[src/rtl/acc_alu.sv]
module acc_alu #(
  parameter int WIDTH   = 8,
  parameter bit REG_OUT = 1'b1
) (
  input  logic             clk,
  input  logic             rst_n,
  input  logic [3:0]       op,
  input  logic [WIDTH-1:0] d_in,
  input  logic [WIDTH-1:0] m_in,
  input  logic             df_in,
  output logic [WIDTH-1:0] d_out,
  output logic             df_out
);
  localparam logic [3:0] OP_LOAD = 4'h0;
  localparam logic [3:0] OP_OR   = 4'h1;
  localparam logic [3:0] OP_AND  = 4'h2;
  localparam logic [3:0] OP_XOR  = 4'h3;
  localparam logic [3:0] OP_ADD  = 4'h4;
  localparam logic [3:0] OP_SUBD = 4'h5;
  localparam logic [3:0] OP_SHR  = 4'h6;
  localparam logic [3:0] OP_SUBM = 4'h7;
  localparam logic [3:0] OP_ADC  = 4'h9;
  localparam logic [3:0] OP_SDB  = 4'hA;
  localparam logic [3:0] OP_SMB  = 4'hB;
  localparam logic [3:0] OP_RORC = 4'hC;
  localparam logic [3:0] OP_SHL  = 4'hD;
  localparam logic [3:0] OP_ROLC = 4'hE;

  logic [WIDTH-1:0] add_a, add_b;
  logic             add_ci;
  logic [WIDTH:0]   add_sum;
  logic [WIDTH-1:0] nxt_d;
  logic             nxt_df;

  always_comb begin
    add_a  = m_in;
    add_b  = d_in;
    add_ci = 1'b0;
    unique case (op)
      OP_ADC:  add_ci = df_in;
      OP_SUBD: begin add_b = ~d_in; add_ci = 1'b1; end
      OP_SDB:  begin add_b = ~d_in; add_ci = df_in; end
      OP_SUBM: begin add_a = d_in; add_b = ~m_in; add_ci = 1'b1; end
      OP_SMB:  begin add_a = d_in; add_b = ~m_in; add_ci = df_in; end
      default: ;
    endcase
  end

  assign add_sum = {1'b0, add_a} + {1'b0, add_b} + {{WIDTH{1'b0}}, add_ci};

  always_comb begin
    nxt_d  = d_in;
    nxt_df = df_in;
    case (op)
      OP_LOAD: nxt_d = m_in;
      OP_OR:   nxt_d = m_in | d_in;
      OP_AND:  nxt_d = m_in & d_in;
      OP_XOR:  nxt_d = m_in ^ d_in;
      OP_ADD, OP_ADC, OP_SUBD, OP_SDB, OP_SUBM, OP_SMB:
               {nxt_df, nxt_d} = add_sum;
      OP_SHR:  {nxt_d, nxt_df} = {1'b0, d_in};
      OP_RORC: {nxt_d, nxt_df} = {df_in, d_in};
      OP_SHL:  {nxt_df, nxt_d} = {d_in, 1'b0};
      OP_ROLC: {nxt_df, nxt_d} = {d_in, df_in};
      default: ;
    endcase
  end

  generate
    if (REG_OUT) begin : g_reg
      always_ff @(posedge clk or negedge rst_n) begin
        if (!rst_n) begin
          d_out  <= '0;
          df_out <= 1'b0;
        end else begin
          d_out  <= nxt_d;
          df_out <= nxt_df;
        end
      end
    end else begin : g_comb
      assign d_out  = nxt_d;
      assign df_out = nxt_df;
    end
  endgenerate
endmodule

[config.mk]
export PLATFORM = sky130hd
export DESIGN_NAME = acc_alu
export DESIGN_NICKNAME = d
export VERILOG_FILES = /design/src/rtl/acc_alu.sv
export SDC_FILE = /design/constraint.sdc
export NUM_CORES = 1
export LEC_CHECK = 0
export ABC_CLOCK_PERIOD_IN_PS = 900
export CAP_MARGIN = 20
export CORE_UTILIZATION = 39
export DETAILED_ROUTE_END_ITERATION = 10
export PLACE_DENSITY = 0.64
export RECOVER_POWER = 25
export SETUP_SLACK_MARGIN = 0.3
export SYNTH_ARGS = -nofsm -noshare
export SYNTH_HDL_FRONTEND = slang
export SYNTH_SLANG_ARGS = --single-unit
[constraint.sdc]
create_clock -name clk -period 0.9 [get_ports clk]
set_clock_uncertainty 0.05 [all_clocks]
set_input_delay 0.18 -clock clk [delete_from_list [all_inputs] [get_ports clk]]
set_output_delay 0.18 -clock clk [all_outputs]
set_load 0.01 [all_outputs]
======== Word level (Yosys, flattened, before mapping) ========
Cells that the tools add are included.
word-level totals
  logic and storage cells ................. 35
  input port bits ......................... 23
  register bits ........................... 9
  output and inout port bits .............. 9
cells by class
  eq/ne operators ......................... 13
  reduce and logical (&&, ||, !) cells .... 8
  add/subtract/negate cells ............... 2
  muxes and demuxes ....................... 5
  bitwise gates (word level) .............. 5
operator list
  operator            count
  $pmux 8 s9          1
  $eq 4x4->1 const B  6
  $eq 4x3->1 const B  4
  $not 8->8           2
  $pmux 8 s2          1
  $reduce_or 2->1     5
  $add 8x8->9         1
  $add 9x1->9         1
  $and 8x8->8         1
  $eq 4x2->1 const B  2
  $mux 8              1
  $or 8x8->8          1
  $xor 8x8->8         1
  $reduce_or 6->1     1
  $eq 4x1->1 const B  1
  $logic_not 4->1     1
  $pmux 1 s3          1
  $reduce_or 3->1     1
  $pmux 1 s2          1

======== Depth between registers and ports, before layout ========
Gate-level depths: netlist (run 1).
  word-level depth ........................ 6
  mapped depth ............................ 15
  depth with buffers taken out ............ 12

======== Worst setup path after synthesis (run 1) ========
Ideal clock, no wire load.
  kind .................................... input to register
  start point ............................. input port op[1]
  end point ............................... register d_out[6]
  library setup time ...................... 0.101 ns
  data arrival time ....................... 2.876 ns
  buffers on the path ..................... 3
  setup slack ............................. -2.127 ns
  stages .................................. 15
  required time ........................... 0.749 ns
  cells stage by stage .................... buf_2 > nand2b_4 > o22a_1 > buf_6 > and2_4 > buf_6 > a221o_1 > fa_1 > inv_1 > fa_1 > nor2b_1 > o31a_1 > o21a_1 > o21a_1 > o32ai_1
on the way
  word-level cells in the longest chain between the ends .. 6
  elaborated cells on any way between the ends .. 25
ends and longest elaborated chain
  what                                      RTL line  text
  start: declaration                        7         input logic [3:0] op,
  $eq 4x3->1 or $eq 4x4->1 (tied branches)  39, 54
  $reduce_or 2->1 (no source line)          --
  $pmux 8 s2 or $mux 8 (tied branches)      39        unique case (op)
  $add 8x8->9                               49        assign add_sum = {1'b0, add_a} + {1'b0, add_b} + {{WIDTH{1'b0}}, add_ci};
  $add 9x1->9                               49
  $pmux 8 s9 *                              54        case (op)
  named net nxt_d[6]                        32        logic [WIDTH-1:0] nxt_d;
  end signal: assignment                    76        d_out <= nxt_d;
  end: declaration                          11        output logic [WIDTH-1:0] d_out,
The timed path passes the listed nets; every way through them passes the cells marked *.

======== Final worst setup path (run 1) ========
  start point ............................. input port op[2]
  end point ............................... register d_out[6]
Same word-level chain as after synthesis.

==> metrics.md, run 1 <==
| Metric | Value |
|---|---|
| Largest net degree at the start of global routing | 32 |
| Status | finished, violations left |
| H-tree depth | 1 |
| RSZ-0062 raised after global routing | yes |
| FF+latch count, synth | 9 |
| Synthesized cell area | just over 2000 um2 |
| CP Capture Type | flip-flop |
| CP max stage delay | about 360 ps |
| IO Pins | 32 |
| Setup WS post-layout | -1656 ps |
| Post-synth EDFFs | 0 |
| Post-route DRC | 0 |
| WP data required | 980 ps |
| Vias per inst | between 5 and 6 |
| Max_cap viols | 0 |
| Syn Nets | ~320 |
| First-pass GRT wire length | 10560 um |
| Die Span Y | 74.32 um |
| Final Cycle Share | 284.0% |
| Area grow syn2layout | 51.10% |
| Avg Inst Size Synth | ~7.6 um2 |
| Fin area | 3082 um2 |
| Clock Tree Root | clkbuf_8 |
| Final setup fails | 18 |
| Slew Limit Fails | 0 |
| Syn. warnings | 0 |
| Port Buffer Count | 31 |
| Slew headroom | 71.81% |
| Pwr Total | between 2 and 3 mW |
| Die X | 74.32 um |
| Sequential share of the synthesized area | around 11% |
| CTS tree | done |
| Gate Count Post-Synth | roughly 270 |
| Post-cts hold buffer count | 0 |
| Kind of critical path | in -> reg |
| Drt wl/cell | roughly 15 um |
| Placeable Area | 4880 um2 |
| Cell chain of the critical path | buf_12, nand2b_4, o22a_1, and2_4, a221o_1, fa_2, inv_2, fa_2, nor2b_2, o31a_1, o21a_1, o21a_1, o32ai_2 |
| CTS buffer count | 3 |
| Final min period | 2556 ps |
| Ys flop type | dfrtp_1 |
| Least-Margin Pin Slew | a little over 400 ps |
| Max clock buf depth | 2 |
| Routed vias | 2325 |
| Area after DPL | between 2000 and 3000 um2 |
| CP startpoint | op[2] |
| Crit Path Max Fanout | 5 |
| WL final | 6370 um |
| Crit path DAT | about 2600 ps |
| Vias in the first global route | between 2000 and 2500 |
| CP top delay family | compound AO/OA/AOI/OAI gates |
| FFs w/ async S/R, synth | between 90% and 100% |
| Routability Congestion | between 0.8 and 0.9 |
| ANT nets after route | 0 |
| Number of nets in the layout | around 410 |
| Num rows | 25 |
| Slowest stage cell, crit path | fa_2 |
| Initial Util | between 40% and 50% |
| Diodes inserted | 0 |
| Fillers | approximately 460 |
| Global route overflow | 0 |
| CTS sink count | 9 |
| Reg clk slew, reported paths | around 40 ps |
| Startpoint types | input port |
| First drt pass iteration count | 5 |
| VDD IR max | 0.0004850 V |
| Antenna violations before repair | 0 |
| HP Class | in -> async |
| Buf/Inv on CP | 2 |
| Fmax | approximately 390 MHz |
| Violated checks | negative setup slack |
| Final HPWL DP | 5082 um |
| Final Core Density | 63.15% |
| Share of cells above drive strength 1 | 37.02% |
| Post-synthesis cell type count | 58 |
| P_leak | between 1 and 1.5 nW |
| Die ar. | 5523 um2 |
| Total GRT Usage | 24.99% |
| DRT iter0 DRCs | 144 |
| Final hold violation count | 0 |
| PwrDens | approximately 940 nW/um2 |
[placed cells by master, fill, tap and decap left out, types with 5 or more instances in the layout]
cell / instances
nand3_1: 6
dfrtp_1: 9
buf_4: 78
a21oi_1: 12
o21ai_1: 6
o21ai_0: 14
nor2_1: 19
a22o_1: 5
nand2_1: 22
o22ai_1: 5
ha_1: 23
inv_1: 22
buf_2: 7
clkdlybuf4s50_1: 15
a221o_1: 8
buf_6: 11
[synthesized netlist by cell type (3+ instances only)]
| master | n | share of area, % |
|---|---|---|
| a31oi_1 | 4 | 1.2 |
| a21o_1 | 4 | 1.5 |
| o21ai_0 | 18 | 4.4 |
| nor2b_1 | 4 | 1.2 |
| nor3_1 | 3 | 0.74 |
| o22ai_1 | 6 | 1.8 |
| o21a_1 | 3 | 1.1 |
| buf_6 | 6 | 3.3 |
| o211a_1 | 3 | 1.5 |
| xor2_1 | 5 | 2.1 |
| dfrtp_1 | 9 | 11 |
| clkbuf_1 | 9 | 1.7 |
| a221oi_1 | 3 | 1.3 |
| nand2b_1 | 5 | 1.5 |
| nand2_1 | 23 | 4.2 |
| buf_2 | 9 | 2.2 |
| nor2_1 | 20 | 3.7 |
| a22o_1 | 5 | 2.1 |
| ha_1 | 23 | 14 |
| a221o_1 | 8 | 3.9 |
| inv_1 | 24 | 4.4 |
| mux4_2 | 3 | 3.3 |
| nand3_1 | 7 | 1.7 |
| a21oi_1 | 13 | 3.2 |
| a211oi_1 | 4 | 1.5 |
[state kept, by name, indices dropped and copies added, names as in the netlist]
register and flops:
d_out 8, df_out 1
[what timing repair did]
action,4_1_cts,5_1_grt
resized for setup,79,17
pin swaps,17,14
setup buffers,7,2
endpoints found under the setup margin,18,18
[layer usage]
| layer | GRT usage [%] | wire length (um) |
|---|---|---|
| met3 | 1.220 | 264 |
| met4 | 7.757 | 135 |
| met2 | 45.86 | 3100 |
| met1 | 31.41 | 2870 |
| met5 | 0 | 0 |
[kinds of logic (layout without fill, tap and decap cells)]
| family | Yosys count | in the layout | synth area share [%] |
|---|---|---|---|
| AOI/OAI and AO/OA | 94 | 94 | 33.13 |
| xor gates and xnor gates | 6 | 6 | 2.577 |
| adders and majority gates | 26 | 26 | 16.56 |
| buffers and inverters | 52 | 147 | 12.70 |
| DFF | 9 | 9 | 11.04 |
| muxes | 7 | 7 | 6.196 |
| and+or+nand+nor | 73 | 73 | 17.79 |
[stage by stage]
stage	instances	hold slack (ps)	setup TNS, ps	setup WS [ps]
floorplan	267	-165.6	-15430	-2029
global placement	416	426.7	-20870	-2407
detailed placement	416	418.8	-21550	-2510
finish	429	278.4	-13360	-1656
CTS	427	187.7	-13580	-1782
global route	429	339.7	-14320	-1729
[power breakdown]
| part | internal [mW] | leakage (nW) | switching, mW |
|---|---|---|---|
| combinational | 1.04 | 1.37 | 0.919 |
| clock | 0.306 | 0.0228 | 0.135 |
| sequential | 0.486 | 0.108 | 0.0198 |
[final cells by class]
cell class              count  area, um2  share of cell area [%]
inverters                  26      97.59                   3.167
repair buffers            117      964.7                   31.30
flip-flops and latches      9      225.2                   7.308
clock buffers               4      45.04                   1.462
well taps                  67      83.83                   2.720
multi-input cells         206       1665                   54.04
[worst max path at each step]
stage / to / cells past startpoint
final: d_out[6] / 13
after global placement: d_out[6] / 13
after CTS: d_out[6] / 13
after detailed placement: d_out[6] / 13
after floorplan: d_out[6] / 15
after global routing: d_out[6] / 13
Power figures use the tool's default switching activity.
==> run 2, diff against run 1 <==
--- a/config.mk
+++ b/config.mk
@@ -5,11 +5,11 @@
 export SDC_FILE = /design/constraint.sdc
 export NUM_CORES = 1
 export LEC_CHECK = 0
-export ABC_CLOCK_PERIOD_IN_PS = 900
+export ABC_AREA = 1
 export CAP_MARGIN = 20
 export CORE_UTILIZATION = 39
 export DETAILED_ROUTE_END_ITERATION = 10
-export PLACE_DENSITY = 0.64
+export PLACE_DENSITY = 0.65
 export RECOVER_POWER = 25
 export SETUP_SLACK_MARGIN = 0.3
 export SYNTH_ARGS = -nofsm -noshare
==> run 2 against run 1 <==
  * The run still ends with negative setup slack left
  * Non-clock buffer count stayed put
  * Sequential share of layout area is 0.082 points lower
  * Highest routed layer unchanged
  * Cell area is 1.1% higher
  * Critical endpoint is now d_out[4]
  * Global-route usage is 3.1 points higher
  * Power is 1.4% higher
==> metrics.md, run 2 <==
| Metric | Value |
|---|---|
| Status | finished, violations left |
| Violated checks | negative setup slack |
| FF+latch count, synth | 9 |
| Kind of critical path | in -> reg |
| Biggest regs | d_out (8), df_out (1) |
| Reg clk slew, reported paths | approximately 60 ps |
| Synth cell count leaders | nand2_1, inv_1, nor2_1, nand3_1, ha_1 |
| Post-synth EDFFs | 0 |
| Crit path DAT | between 2000 and 2500 ps |
| Avg Inst Size Synth | 5.888 um2 |
| Max clock buf depth | 2 |
| Die ar. | between 4000 and 5000 um2 |
| Final setup fails | 18 |
| Die X | between 60 and 70 um |
| Sequential share of the synthesized area | between 10% and 20% |
| P_sw | 1.238 mW |
| HP Class | in -> async |
| Final min period | between 2000 and 2500 ps |
| Cell taking the most area after synthesis | nand2_1 |
| Global route overflow | 0 |
| Routability Congestion | about 0.85 |
| First-pass GRT wire length | ~11000 um |
| Top-count cell post-synth | nand2_1 |
| Least-Margin Pin Slew | just under 500 ps |
| FFs w/ async S/R, synth | 100.0% |
| Max reg flops | 8 |
| VDD IR max | slightly below 0.0007 V |
| CTS tree | done |
| Sw Ratio | 41.91% |
| Most frequent cells in the layout | nand2_1, buf_4, inv_1 |
| Post-synthesis cell type count | 27 |
| Largest register by flop count | d_out |
| CP startpoint | op[3] |
| Slew headroom | 67.08% |
| Final Cycle Share | 235.0% |
| Vias in the first global route | about 2400 |
| Area occupied by multi-input gates | ~1600 um2 |
| Worst Hold Slack | 359.9 ps |
| CTS sink count | 9 |
| FF+latch area | between 200 and 250 um2 |
| Syn. warnings | 0 |
| PwrDens | around 950 nW/um2 |
| CTS buffer count | 3 |
| Diodes inserted | 0 |
| Final hold violation count | 0 |
| Num rows | 24 |
| Clock Tree Root | clkbuf_8 |
| Pwr Total | 2.953 mW |
| Synthesized cell area | about 1800 um2 |
| Sum Neg Setup Slack | -10690 ps |
| Port Buffer Count | 31 |
| Area share of the largest cell type after synthesis | 19.62% |
| ANT nets after route | 0 |
| Clk pwr share | 17.2% |
| Area contributors post-synth | nand2_1, ha_1, dfrtp_1 |
| Drt wl/cell | between 10 and 15 um |
| Fillers | between 300 and 400 |
| Ys flop type | dfrtp_1 |
| Routed vias | between 2000 and 3000 |
| Setup WS post-layout | -1215 ps |
| Final HPWL DP | 4668 um |
| Startpoint types | input port |
| H-tree depth | 1 |
| Largest net degree at the start of global routing | 15 |
| Post-cts hold buffer count | 0 |
| Area grow syn2layout | 77.04% |
| Reg power frac | approximately 18% |
| Fmax | 472.9 MHz |
| Setup Slack @ Placement | -2061 ps |
| Total GRT Usage | 28.05% |
| Syn Nets | between 300 and 400 |
| Vias per inst | ~5.4 |
| IO Pins | 32 |
| Number of nets in the layout | around 470 |
| Placeable Area | between 4000 and 5000 um2 |
| CP Capture Type | flip-flop |
| RSZ-0062 raised after global routing | yes |
| Crit Path Max Fanout | 4 |
| Antenna violations before repair | 0 |
| Final Core Density | a little over 70% |
| P_leak | around 1.6 nW |
| Share of cells above drive strength 1 | a little over two fifths |
| Initial Util | approximately two fifths |
| WP data required | between 900 and 1000 ps |
| Cell-internal power | approximately 1.7 mW |
| First drt pass iteration count | 5 |
| WL final | 6883 um |
| Post-route DRC | 0 |
| DRT iter0 DRCs | 185 |
| Logic pwr share | roughly 65% |
| Max_cap viols | 0 |
| Gate Count Post-Synth | ~300 |
| Die Span Y | 69.19 um |
| Slew Limit Fails | 0 |
run 2: power by group through the flow:
stage / clock network (mW) / logic [mW] / registers [mW]
after detailed placement: 0 / 1.71 / 0.522
after global routing: 0.525 / 2.11 / 0.521
final: 0.507 / 1.93 / 0.516
after global placement: 0 / 1.68 / 0.519
after floorplan: 0 / 0.830 / 0.558
after CTS: 0.513 / 1.79 / 0.511
run 2: worst max-delay path by stage:
stage	end	slack, ps
CTS	d_out[4]	-1150
finish	d_out[4]	-1210
global route	d_out[6]	-1300
detailed placement	df_out	-2060
floorplan	d_out[4]	-1250
global placement	d_out[4]	-2000
run 2: area by class of cell:
| cell class | instances | area share (%) |
|---|---|---|
| multi-input combinational | 245 | 51.95 |
| timing repair buffer | 117 | 31.47 |
| sequential | 9 | 7.226 |
| inverter | 43 | 5.821 |
| tap | 52 | 2.088 |
| clock buffer | 4 | 1.445 |
run 2: worst max-delay path: stages:
cell      delay [ps]
buf_12           100
inv_6             30
nand2_4           50
nor2_4            50
nor2_4           200
inv_2             70
nand2_2           80
o221ai_4         100
fa_2             420
inv_2             70
fa_2             180
inv_2             40
nand3_2           50
nand2_2           50
or2_4            220
nand3_2           50
nand2_1           60
nor2_1           130
nor2_1            60
run 2: repair_timing:
item | 4_1_cts | 5_1_grt
gates resized for setup | 108 | 23
pin swaps | 24 | 21
cloned | 1 | 0
endpoints found under the setup margin | 18 | 18
setup buffers | 10 | 7
hold endpoints to repair | 0 | 0
run 2: per-stage QoR:
stage	std cells	cell area, um2
after floorplan	299	1859
after global placement	448	2754
after detailed placement	448	2754
after CTS	463	2990
after global routing	470	3117
final	470	3117
run 2: cells by family (layout without fill, tap and decap cells):
group | after synthesis | after routing | share of synthesized area (%)
fa+ha+maj | 25 | 25 | 18.62
flops | 9 | 9 | 12.79
buf+inv | 46 | 164 | 9.879
compound gates | 39 | 39 | 13.29
simple gates | 180 | 181 | 45.42
run 2: per-layer routing:
layer / part of all wire [%] / GRT usage [%] / up-vias
li1: - / - / 1220
met3: 5.1 / 3.634 / 26
met2: 49 / 47.36 / 109
met1: 42 / 34.89 / 1181
met5: 0 / 0 / -
met4: 4.0 / 14.06 / 0
==> run 3, diff against run 2 <==
--- a/config.mk
+++ b/config.mk
@@ -12,6 +12,7 @@
 export PLACE_DENSITY = 0.65
 export RECOVER_POWER = 25
 export SETUP_SLACK_MARGIN = 0.3
+export SKIP_CTS_REPAIR_TIMING = 1
 export SYNTH_ARGS = -nofsm -noshare
 export SYNTH_HDL_FRONTEND = slang
 export SYNTH_SLANG_ARGS = --single-unit
==> run 3 against run 2 <==
  * Sequential power is essentially flat
  * Setup slack lost 6.1 ps
  * Clock power down 3%
  * Utilization is 3.6 points lower
  * Combinational power decreased by 5%
  * Sequential share of layout area is 0.39 points higher
  * Critical endpoint unchanged
  * Global-route usage decreased by 3.5 points
  * Non-clock buffer count fell by 13
  * Maximum frequency fell by 0.29%
  * Via count decreased by 6.2%
  * The run still ends with negative setup slack left
==> metrics.md, run 3 (synthesis gave the netlist of run 2 again) <==
| Metric | Value |
|---|---|
| CTS sink count | 9 |
| Fin area | between 2000 and 3000 um2 |
| Least-Margin Pin Slew | 477.8 ps |
| Placeable Area | ~4400 um2 |
| PwrDens | 959.5 nW/um2 |
| Largest register by flop count | d_out |
| Met2 GRT Util | about 43% |
| CP startpoint | op[0] |
| IO Pins | 32 |
| P_sw | about 1.2 mW |
| Max reg flops | 8 |
| Cell-internal power | about 1.7 mW |
| First drt pass iteration count | 4 |
| GR peak layer | met2 |
| Dpl cells | ~450 |
| Crit path DAT | 2200 ps |
| Sum Neg Setup Slack | -10210 ps |
| Drt wl/cell | 13.32 um |
| Met1 usage | a little under a third |
| Area grow syn2layout | 68.02% |
| Die Span Y | ~69 um |
| Die X | between 60 and 70 um |
| Vias in the first global route | between 2000 and 2500 |
| Final setup fails | 18 |
| Post-route DRC | 0 |
| Total GRT Usage | 24.52% |
| Initial Util | between 40% and 50% |
| WHS Endpoint | d_out[0] |
| DRT iter0 DRCs | 171 |
| Global route overflow | 0 |
| Largest net degree at the start of global routing | 15 |
| Max_cap viols | 0 |
| CP max stage delay | around 370 ps |
| Kind of critical path | in -> reg |
| CP Capture Type | flip-flop |
| Slew headroom | 68.03% |
| Logic pwr share | roughly 64% |
| Final hold violation count | 0 |
| Startpoint types | input port |
| Sw Ratio | 41.54% |
| RSZ-0062 raised after global routing | yes |
| CP most frequent cell | inv_2 |
| Crit Path Max Fanout | 5 |
| P_leak | between 1.5 and 2 nW |
| Status | finished, violations left |
| CTS tree | done |
| Clock Tree Root | clkbuf_8 |
| Pwr Total | ~2.8 mW |
| Setup WS post-layout | -1221 ps |
| Diodes inserted | 0 |
| Reg clk slew, reported paths | 50 ps |
| Final min period | roughly 2100 ps |
| Routability Congestion | between 0.8 and 0.9 |
| Commonest non-fill, non-tap cell in the layout | nand2_1 |
| Fmax | roughly 470 MHz |
| Share of cells above drive strength 1 | between 30% and 40% |
| H-tree depth | 1 |
| Slowest stage cell, crit path | fa_2 |
| Met3 GRT Util | 4.215% |
| VDD IR max | between 0.0006 and 0.0007 V |
| Clk pwr share | between 10% and 20% |
| Biggest regs | d_out (8), df_out (1) |
| Final Cycle Share | 235.7% |
| Routed vias | 2380 |
| Layout Cells excl Fill | between 400 and 500 |
| Die ar. | 4787 um2 |
| Critical hold path startpoint | d_in[0] |
| Violated checks | negative setup slack |
| Final Core Density | approximately 68% |
| WL final | between 6000 and 7000 um |
| Port Buffer Count | 31 |
| Slew Limit Fails | 0 |
| Antenna violations before repair | 0 |
| Most frequent cells in the layout | nand2_1, buf_4, inv_1, nor2_1, ha_1 |
| Final HPWL DP | roughly 4700 um |
| Max clock buf depth | 2 |
| CTS buffer count | 3 |
| Area after DPL | ~2800 um2 |
| WP data required | about 1000 ps |
| Hold path depth | 4 |
| Reg power frac | about 18% |
| HP Class | in -> reg |
| First-pass GRT wire length | about 9500 um |
| ANT nets after route | 0 |
| Num rows | 24 |
| Vias per inst | between 5 and 6 |
| Number of nets in the layout | approximately 450 |
| Cell chain of the critical path | buf_6, inv_2, nand2_4, nor2_4, nor2_4, inv_2, nand2_2, o221ai_4, fa_2, inv_2, fa_2, inv_2, nand3_2, nand2_2, or2_4, nand3_2, nand2_1, nor2_1, nor2_1 |
[run 3: cell types whose count changed in the layout (fill, tap and decap cells not counted), sizes merged]
cell / delta
buf: -22
clkbuf: +9
dlygate4sd2: -5
dlymetal6s2s: +5
[run 3: per-layer routing]
layer	part of all wire, %	up-vias
li1	-	1192
met1	43	1098
met2	48	71
met3	6.5	19
met4	2.6	0
met5	0	-
[run 3: layout make-up]
cell class / count / area, um2
multi-input combinational: 245 / 1580
fill: 398 / 1396
timing repair buffer: 104 / 873.3
sequential: 9 / 225.2
inverter: 43 / 168.9
tap: 52 / 65.06
clock buffer: 4 / 45.04
[run 3: power groups by stage]
stage	Sequential [mW]	Combinational, mW	Clock, mW
floorplan	0.558	0.830	0
global placement	0.519	1.68	0
detailed placement	0.522	1.71	0
CTS	0.515	1.72	0.513
global route	0.523	2.02	0.514
finish	0.517	1.83	0.494
[run 3: worst max-delay path by stage]
stage | endpoint | slack, ps | cells after the start
final | d_out[4] | -1220 | 19
after global routing | d_out[6] | -1340 | 18
after CTS | d_out[4] | -1840 | 16
after detailed placement | df_out | -2060 | 14
after global placement | d_out[4] | -2000 | 19
after floorplan | d_out[4] | -1250 | 16
[run 3: per-stage QoR]
stage | hold slack (ps) | setup slack, ps
after floorplan | -165.6 | -1250
final | 294.0 | -1221
after detailed placement | 467.0 | -2061
after global placement | 465.4 | -2000
after global routing | 333.6 | -1345
after CTS | 209.8 | -1836
[run 3: worst max-delay path, delay by kind of cell]
| kind | cells | cell delay [ps] |
|---|---|---|
| AO/OA/AOI/OAI | 1 | 90 |
| AND/OR/NAND/NOR | 11 | 1030 |
| adder cells (fa/ha/maj) | 2 | 560 |
| buffers and inverters | 5 | 340 |
